### src/rtl/lbsel_pkg.sv
package lbsel_pkg;
  typedef enum logic [1:0] {
    LB_NORMAL  = 2'd0,
    LB_SHALLOW = 2'd1,
    LB_DEEP    = 2'd2,
    LB_FAR     = 2'd3
  } lb_mode_e;
endpackage

### src/rtl/lbsel_sync.sv
module lbsel_sync #(
  parameter int STAGES = 2
) (
  input  logic clk,
  input  logic rst,
  input  logic d_i,
  output logic q_o
);
  logic [STAGES-1:0] chain_q;

  always_ff @(posedge clk) begin
    if (rst) chain_q <= '0;
    else     chain_q <= {chain_q[STAGES-2:0], d_i};
  end

  assign q_o = chain_q[STAGES-1];
endmodule

### src/rtl/lbsel_decode.sv
module lbsel_decode
  import lbsel_pkg::*;
(
  input  logic     clk,
  input  logic     rst,
  input  logic     pin_sync_i,
  input  logic     deep_i,
  input  logic     shallow_i,
  input  logic     far_i,
  output lb_mode_e req_o,
  output lb_mode_e mode_q_o,
  output logic     switch_o
);
  always_comb begin
    if (shallow_i)                req_o = LB_SHALLOW;
    else if (deep_i || pin_sync_i) req_o = LB_DEEP;
    else if (far_i)               req_o = LB_FAR;
    else                          req_o = LB_NORMAL;
  end

  always_ff @(posedge clk) begin
    if (rst) mode_q_o <= LB_NORMAL;
    else     mode_q_o <= req_o;
  end

  assign switch_o = (req_o != mode_q_o);
endmodule

### src/rtl/lbsel_steer.sv
module lbsel_steer
  import lbsel_pkg::*;
#(
  parameter int W = 16
) (
  input  logic         clk,
  input  logic         rst,
  input  lb_mode_e     req_i,
  input  logic         switch_i,
  input  logic         par_hiz_i,
  input  logic [W-1:0] tx_par_i,
  input  logic [W-1:0] rx_ser_i,
  output logic [W-1:0] tx_ser_o,
  output logic         tx_ser_oe_o,
  output logic [W-1:0] rx_par_o,
  output logic         rx_par_oe_o,
  output logic         rx_vld_o
);
  logic [W-1:0] tx_d, rx_d;
  logic         soe_d;

  always_comb begin
    tx_d  = tx_par_i;
    rx_d  = rx_ser_i;
    soe_d = 1'b1;
    unique case (req_i)
      LB_SHALLOW: rx_d = tx_par_i;
      LB_DEEP: begin
        rx_d  = tx_par_i;
        soe_d = 1'b0;
      end
      LB_FAR:  tx_d = rx_ser_i;
      default: ;
    endcase
  end

  always_ff @(posedge clk) begin
    if (rst) begin
      tx_ser_o    <= '0;
      rx_par_o    <= '0;
      tx_ser_oe_o <= 1'b0;
      rx_par_oe_o <= 1'b0;
      rx_vld_o    <= 1'b0;
    end else begin
      tx_ser_o    <= tx_d;
      rx_par_o    <= rx_d;
      tx_ser_oe_o <= soe_d;
      rx_par_oe_o <= ~par_hiz_i;
      rx_vld_o    <= ~switch_i;
    end
  end
endmodule

### src/rtl/lbsel_top.sv
module lbsel_top
  import lbsel_pkg::*;
#(
  parameter int W         = 16,
  parameter int SYNC_DEPTH = 2
) (
  input  logic         clk,
  input  logic         rst,
  input  logic         lpbk_all_i,
  input  logic         cfg_deep_i,
  input  logic         cfg_shallow_i,
  input  logic         cfg_far_i,
  input  logic         cfg_par_hiz_i,
  input  logic [W-1:0] tx_par_i,
  input  logic [W-1:0] rx_ser_i,
  output logic [W-1:0] tx_ser_o,
  output logic         tx_ser_oe_o,
  output logic [W-1:0] rx_par_o,
  output logic         rx_par_oe_o,
  output logic         rx_vld_o
);
  logic     pin_sync;
  lb_mode_e req;
  lb_mode_e mode_q;
  logic     switch_w;

  lbsel_sync #(.STAGES(SYNC_DEPTH)) u_sync (
    .clk (clk),
    .rst (rst),
    .d_i (lpbk_all_i),
    .q_o (pin_sync)
  );

  lbsel_decode u_dec (
    .clk        (clk),
    .rst        (rst),
    .pin_sync_i (pin_sync),
    .deep_i     (cfg_deep_i),
    .shallow_i  (cfg_shallow_i),
    .far_i      (cfg_far_i),
    .req_o      (req),
    .mode_q_o   (mode_q),
    .switch_o   (switch_w)
  );

  lbsel_steer #(.W(W)) u_steer (
    .clk         (clk),
    .rst         (rst),
    .req_i       (req),
    .switch_i    (switch_w),
    .par_hiz_i   (cfg_par_hiz_i),
    .tx_par_i    (tx_par_i),
    .rx_ser_i    (rx_ser_i),
    .tx_ser_o    (tx_ser_o),
    .tx_ser_oe_o (tx_ser_oe_o),
    .rx_par_o    (rx_par_o),
    .rx_par_oe_o (rx_par_oe_o),
    .rx_vld_o    (rx_vld_o)
  );
endmodule

### config.mk
export PLATFORM = sky130hd
export DESIGN_NAME = lbsel_top
export DESIGN_NICKNAME = d
export VERILOG_FILES = /design/src/rtl/lbsel_pkg.sv /design/src/rtl/lbsel_sync.sv /design/src/rtl/lbsel_decode.sv /design/src/rtl/lbsel_steer.sv /design/src/rtl/lbsel_top.sv
export SDC_FILE = /design/constraint.sdc
export NUM_CORES = 1
export LEC_CHECK = 0
export BUFFER_PORTS_ARGS = -buffer_cell sky130_fd_sc_hd__buf_2
export CAP_MARGIN = 0
export CORE_MARGIN = 1
export CORE_UTILIZATION = 43
export CTS_CLUSTER_DIAMETER = 50
export DETAILED_ROUTE_END_ITERATION = 6
export PLACE_DENSITY = 0.73
export SETUP_SLACK_MARGIN = 0.05
export SKIP_CTS_REPAIR_TIMING = 1
export SLEW_MARGIN = 5
export SYNTH_ARGS = -nofsm -noshare
export SYNTH_HDL_FRONTEND = slang
export SYNTH_SLANG_ARGS = --single-unit
### constraint.sdc
create_clock -name clk -period 1.8 [get_ports clk]
set_clock_uncertainty 0.05 [all_clocks]
set_input_delay 0.27 -clock clk [delete_from_list [all_inputs] [get_ports clk]]
set_output_delay 0.27 -clock clk [all_outputs]
set_load 0.05 [all_outputs]
=== Yosys cells after proc, flatten, opt, wreduce, memory -nomap -nowiden ===
Index checks and enable logic that the tools add are counted.
W data, S select, Z words.

* Register bits: 39
* Input bits: 39
* Output and inout port bits: 35
* Logic and storage cells: 21

* Eq/ne operators: 4
* Muxes and demuxes: 6
* Bitwise logic cells: 2
* Reductions and logical operators: 2

{| class="wikitable"
|+ Operators by type and width
! kind !! count
|-
| $mux W16 || 2
|-
| $mux W2 || 3
|-
| $eq A2 B2 Y1 const B || 2
|-
| $eq A2 B1 Y1 const B || 1
|-
| $ne A2 B2 Y1 || 1
|-
| $not A1 Y1 || 2
|-
| $reduce_or A2 Y1 || 1
|-
| $logic_or A1 B1 Y1 || 1
|-
| $mux W1 || 1
|}

=== Depth between registers and ports, before layout ===
* Depth in word-level cells: 6
* Gate-level depth with buffers: 6
* Gate-level depth less buffers: 3

=== Modules after synthesis ===
From an unflattened synthesis, not the netlist that was laid out.

* Cells, all modules: 132
* Area, all modules: 1,435.1 um^2

{| class="wikitable"
|+ By module, submodules not included
! module !! times used !! cells an instance !! area each (um^2) !! sequential area each (um^2)
|-
| lbsel_steer || 1 || 113 || 1,263.7 || 700.7
|-
| lbsel_decode || 1 || 15 || 118.9 || 40.0
|-
| lbsel_sync || 1 || 4 || 52.6 || 40.0
|}

=== Least setup slack after synthesis ===
Ideal clock, no wire load.

* Kind: register -> register
* Start point: reg u_sync.chain_q[1]
* End point: reg u_steer.tx_ser_o[0]
* Setup time: 0.132 ns
* Arrival time: 1.304 ns
* Data required time: 1.618 ns
* Setup slack: 0.314 ns
* Cell stages (with the launch flop): 7
* Path buffers: 3
* Period minus slack after synthesis: 1.486 ns
* Cell sequence: dfxtp_1 > buf_2 > or4b_1 > buf_2 > buf_6 > nand2_1 > a21oi_1

* Longest elaborated chain between the ends: 5

{| class="wikitable"
|+ Ends and longest elaborated chain
! item !! RTL line !! RTL
|-
| start: declaration || lbsel_sync.sv:9 || <nowiki>logic [STAGES-1:0] chain_q;</nowiki>
|-
| start signal: assignment || lbsel_sync.sv:13 || <nowiki>else chain_q <= {chain_q[STAGES-2:0], d_i};</nowiki>
|-
| $logic_or A1 B1 Y1 || lbsel_decode.sv:16 || <nowiki>else if (deep_i || pin_sync_i) req_o = LB_DEEP;</nowiki>
|-
| $mux W2 || lbsel_decode.sv:16 ||
|-
| $mux W2 || lbsel_decode.sv:15 || <nowiki>if (shallow_i) req_o = LB_SHALLOW;</nowiki>
|-
| $eq A2 B2 Y1 || lbsel_steer.sv:26 || <nowiki>unique case (req_i)</nowiki>
|-
| $mux W16 || lbsel_steer.sv:26 ||
|-
| end signal: assignment || lbsel_steer.sv:45 || <nowiki>tx_ser_o <= tx_d;</nowiki>
|-
| end: declaration || lbsel_steer.sv:13 || <nowiki>output logic [W-1:0] tx_ser_o,</nowiki>
|}

No other way between the ends.
A chain may end at the register's enable or synchronous reset.

=== Worst setup path in the final report ===
* Start point: reg u_sync.chain_q[1]
* End point: reg u_steer.rx_par_o[14]

* Longest elaborated chain between the ends: 6
* Elaborated cells on any way between the ends: 7
* Those cells by class: eq/ne: 2; mux: 3; reduce/logical: 2

{| class="wikitable"
|+ Ends and longest elaborated chain
! item !! RTL line !! RTL
|-
| $logic_or A1 B1 Y1 * || lbsel_decode.sv:16 ||
|-
| $mux W2 * || lbsel_decode.sv:16 ||
|-
| $mux W2 * || lbsel_decode.sv:15 ||
|-
| $eq A2 B1 Y1 or $eq A2 B2 Y1 (tied branches) || lbsel_steer.sv:26 ||
|-
| $reduce_or A2 Y1 (no line) * || n/a ||
|-
| $mux W16 * || lbsel_steer.sv:26 ||
|-
| end signal: assignment || lbsel_steer.sv:46 || <nowiki>rx_par_o <= rx_d;</nowiki>
|-
| end: declaration || lbsel_steer.sv:15 || <nowiki>output logic [W-1:0] rx_par_o,</nowiki>
|}

Every way passes the cells marked *; elsewhere a longest branch is shown, timed or not.

==> flow_metrics.py <==
metrics = {
    "run_status": {
        "status": "complete, no violations",
    },
    "finish": {
        "drive_above_1_share_pct": 35.7,
        "syn_to_final_growth_pct": 32.0,
        "antenna_cells": 0,
        "multiInputGateArea_um2": 541,
        "final_util_pct": 59.8,
        "fill_cells": 293,
        "final_cell_mix": "73 x buf_2, 64 x nand2_1, 39 x dfxtp_1",
        "nets": 276,
        "register_area_um2": 781,
        "final_common_cell": "buf_2",
    },
    "power": {
        "seqPwrFrac_pct": 51.3,
        "ir_worst_vdd_v": 0.000627,
        "swShare_pct": 31.2,
        "switchingPower_mw": 0.569,
        "leakage_nw": 0.920,
        "p_clk_share_pct": 27.1,
        "power_density_nw_per_um2": 998,
        "p_int_mw": 1.25,
        "combPwrFrac_pct": 21.6,
        "total_power_mw": 1.82,
    },
    "floorplan": {
        "die_w_um": 58.7,
        "chipHeight_um": 58.7,
        "dieArea_um2": 3450,
        "ios": 74,
        "core_um2": 3050,
        "initial_core_util_pct": 45.3,
        "num_rows": 20,
    },
    "critical_path": {
        "critical_path.startpoint_type": "register",
        "rrSetupSlack_ns": 0.30,
        "r2r_end": "u_steer.rx_par_o[14]$_SDFF_PP0_",
        "crit_fanout": 16,
        "arrival_ns": 1.65,
        "cp.required_ns": 1.95,
        "reg2regPathDepth": 3,
        "r2r-start": "u_sync.chain_q[1]$_SDFF_PP0_",
        "end_kind": "register",
        "crit_type": "reg -> reg",
    },
    "timing": {
        "slew_violations": 0,
        "fin_crit_ns": 1.50,
        "finalSetupTns_ns": 0,
        "fin_crit_sh_pct": 83.1,
        "fmax_mhz": 669,
        "rsz0062_at_grt": "no",
        "finalHoldViolCount": 0,
        "final-setup-viol-count": 0,
        "tightest_slew_ns": 0.678,
        "max-slew-margin-rel_pct": 54.8,
    },
    "synthesis": {
        "yosysUniqueCellTypes": 19,
        "synth_nets": 206,
        "synthesis.area_um2": 1380,
        "avgSynthCellArea_um2": 8.28,
        "yosys-top-cells-area": "dfxtp_1 56%, nand2_1 17%, a21oi_1 12%",
        "ys_ff_latch": 39,
        "synth_top_cell_by_area": "dfxtp_1",
        "ys_seq_area_share_pct": 56.5,
        "syn_inst": 167,
        "synth_warnings": 0,
        "yosysTopAreaCellShare_pct": 56.5,
    },
    "run": {
        "cap_viol_max_count": 0,
    },
    "grt": {
        "grt_start_max_net_pins": 40,
        "grt_antenna_before_repair": 0,
        "grt_pass1_vias": 1127,
        "grt-ovfl-total": 0,
        "grt_util_all_layers_pct": 19.4,
        "grt_pass1_wl_mm": 4.93,
    },
    "clock_tree": {
        "h-tree-depth": 2,
        "clk_latency_ns": 0.34,
        "root_buffer": "clkbuf_4",
        "cts_buffers": 5,
        "clk_pin_slew_ns": 0.11,
        "clock-sinks": 39,
        "cts.path.max_buffers": 2,
        "tritoncts": "yes",
    },
    "placement": {
        "io_buffer_count": 73,
        "gp_congestion": 0.785,
        "hpwlAfterDp_mm": 2.24,
    },
    "route": {
        "wirelength_mm": 3.21,
        "post_drt_wl_per_cell_um": 11.4,
        "wl_met2_mm": 1.47,
        "dr.pass1.iters": 4,
        "top_layer": "met4",
        "vias": 1362,
        "wl_met3_um": 235,
        "viasPerCell": 4.83,
        "drtAntennaViolNets": 0,
        "met1Wirelength_mm": 1.43,
        "remaining_drc_errors": 0,
        "drtIter0Drc": 38,
    },
    "worst_hold_path": {
        "worstHoldStart": "cfg_par_hiz_i",
        "hold_path_end": "u_steer.rx_par_oe_o$_SDFF_PP0_",
        "hold_path.class": "in -> reg",
        "whs_path_depth": 2,
    },
}
==> state kept, by name (all words and copies together) (netlist names) <==
signal               count
u_steer.rx_par_o        16
u_steer.tx_ser_o        16
u_steer.rx_par_oe_o      1
u_steer.rx_vld_o         1
u_dec.mode_q_o           2
u_steer.tx_ser_oe_o      1
u_sync.chain_q           2
==> how the worst max path moves through the flow <==
stage / endpoint / start / slack, ns
after floorplan: u_steer.tx_ser_o[0]$_SDFF_PP0_ / u_sync.chain_q[1]$_SDFF_PP0_ / 0.31
after global placement: u_steer.tx_ser_o[14]$_SDFF_PP0_ / cfg_shallow_i / 0.10
after detailed placement: u_steer.tx_ser_o[14]$_SDFF_PP0_ / cfg_shallow_i / 0.09
after CTS: u_steer.tx_ser_o[14]$_SDFF_PP0_ / u_sync.chain_q[1]$_SDFF_PP0_ / 0.13
after global routing: u_steer.rx_par_o[13]$_SDFF_PP0_ / u_sync.chain_q[1]$_SDFF_PP0_ / 0.16
final: u_steer.rx_par_o[14]$_SDFF_PP0_ / u_sync.chain_q[1]$_SDFF_PP0_ / 0.30
==> cell type report <==
cell class	count	area share [%]
well taps	44	3.02
flip-flops and latches	39	42.8
clock buffers	8	3.77
multi-input cells	116	29.6
repair buffers	75	20.8
==> power by group through the flow <==
stage	combinational [mW]	sequential (mW)	clock, mW
global placement	0.391	0.954	0
detailed placement	0.393	0.955	0
CTS	0.394	0.935	0.512
finish	0.394	0.935	0.494
global route	0.421	0.941	0.543
floorplan	0.0986	1.13	0
==> logic make-up (layout without fill, tap and decap cells) <==
logic type / Yosys count / after routing / share of synthesized area [%]
AND/OR/NAND/NOR: 80 / 80 / 25.4
buffers and inverters: 12 / 83 / 4.71
flip-flops: 39 / 39 / 56.5
AO/OA/AOI/OAI: 36 / 36 / 13.4
==> through the flow <==
step | worst slack (ns) | area (um2) | hold slack [ns] | instances
5_1_grt | 0.159 | 1830 | 0.00549 | 282
2_1_floorplan | 0.314 | 1380 | 0.292 | 167
3_5_place_dp | 0.0914 | 1750 | 0.378 | 274
4_1_cts | 0.133 | 1820 | 0.00621 | 282
3_3_place_gp | 0.105 | 1750 | 0.365 | 274
6_report | 0.305 | 1830 | 0.0180 | 282
==> critical path, cell delays in order, from the launching register on <==
cell     delay [ns]
dfxtp_1        0.41
or3_1          0.64
nand2_1        0.17
a21oi_1        0.07
==> routing by layer <==
metal	vias up	global-route usage (%)
met5	-	0
met4	0	11.6
met3	7	4.62
met2	64	29.7
met1	607	24.8
li1	684	-
==> cells in the mapped netlist, drive strengths merged <==
cell type / number
nor2: 5
or4b: 1
buf: 6
or3: 1
clkbuf: 6
nand3: 1
a211o: 1
or4: 1
dfxtp: 39
nor3: 3
a21oi: 33
nand2: 64
nor2b: 2
o21ai: 1
a31oi: 1
nor4b: 1
nand3b: 1
Power figures use the tool's default switching activity.
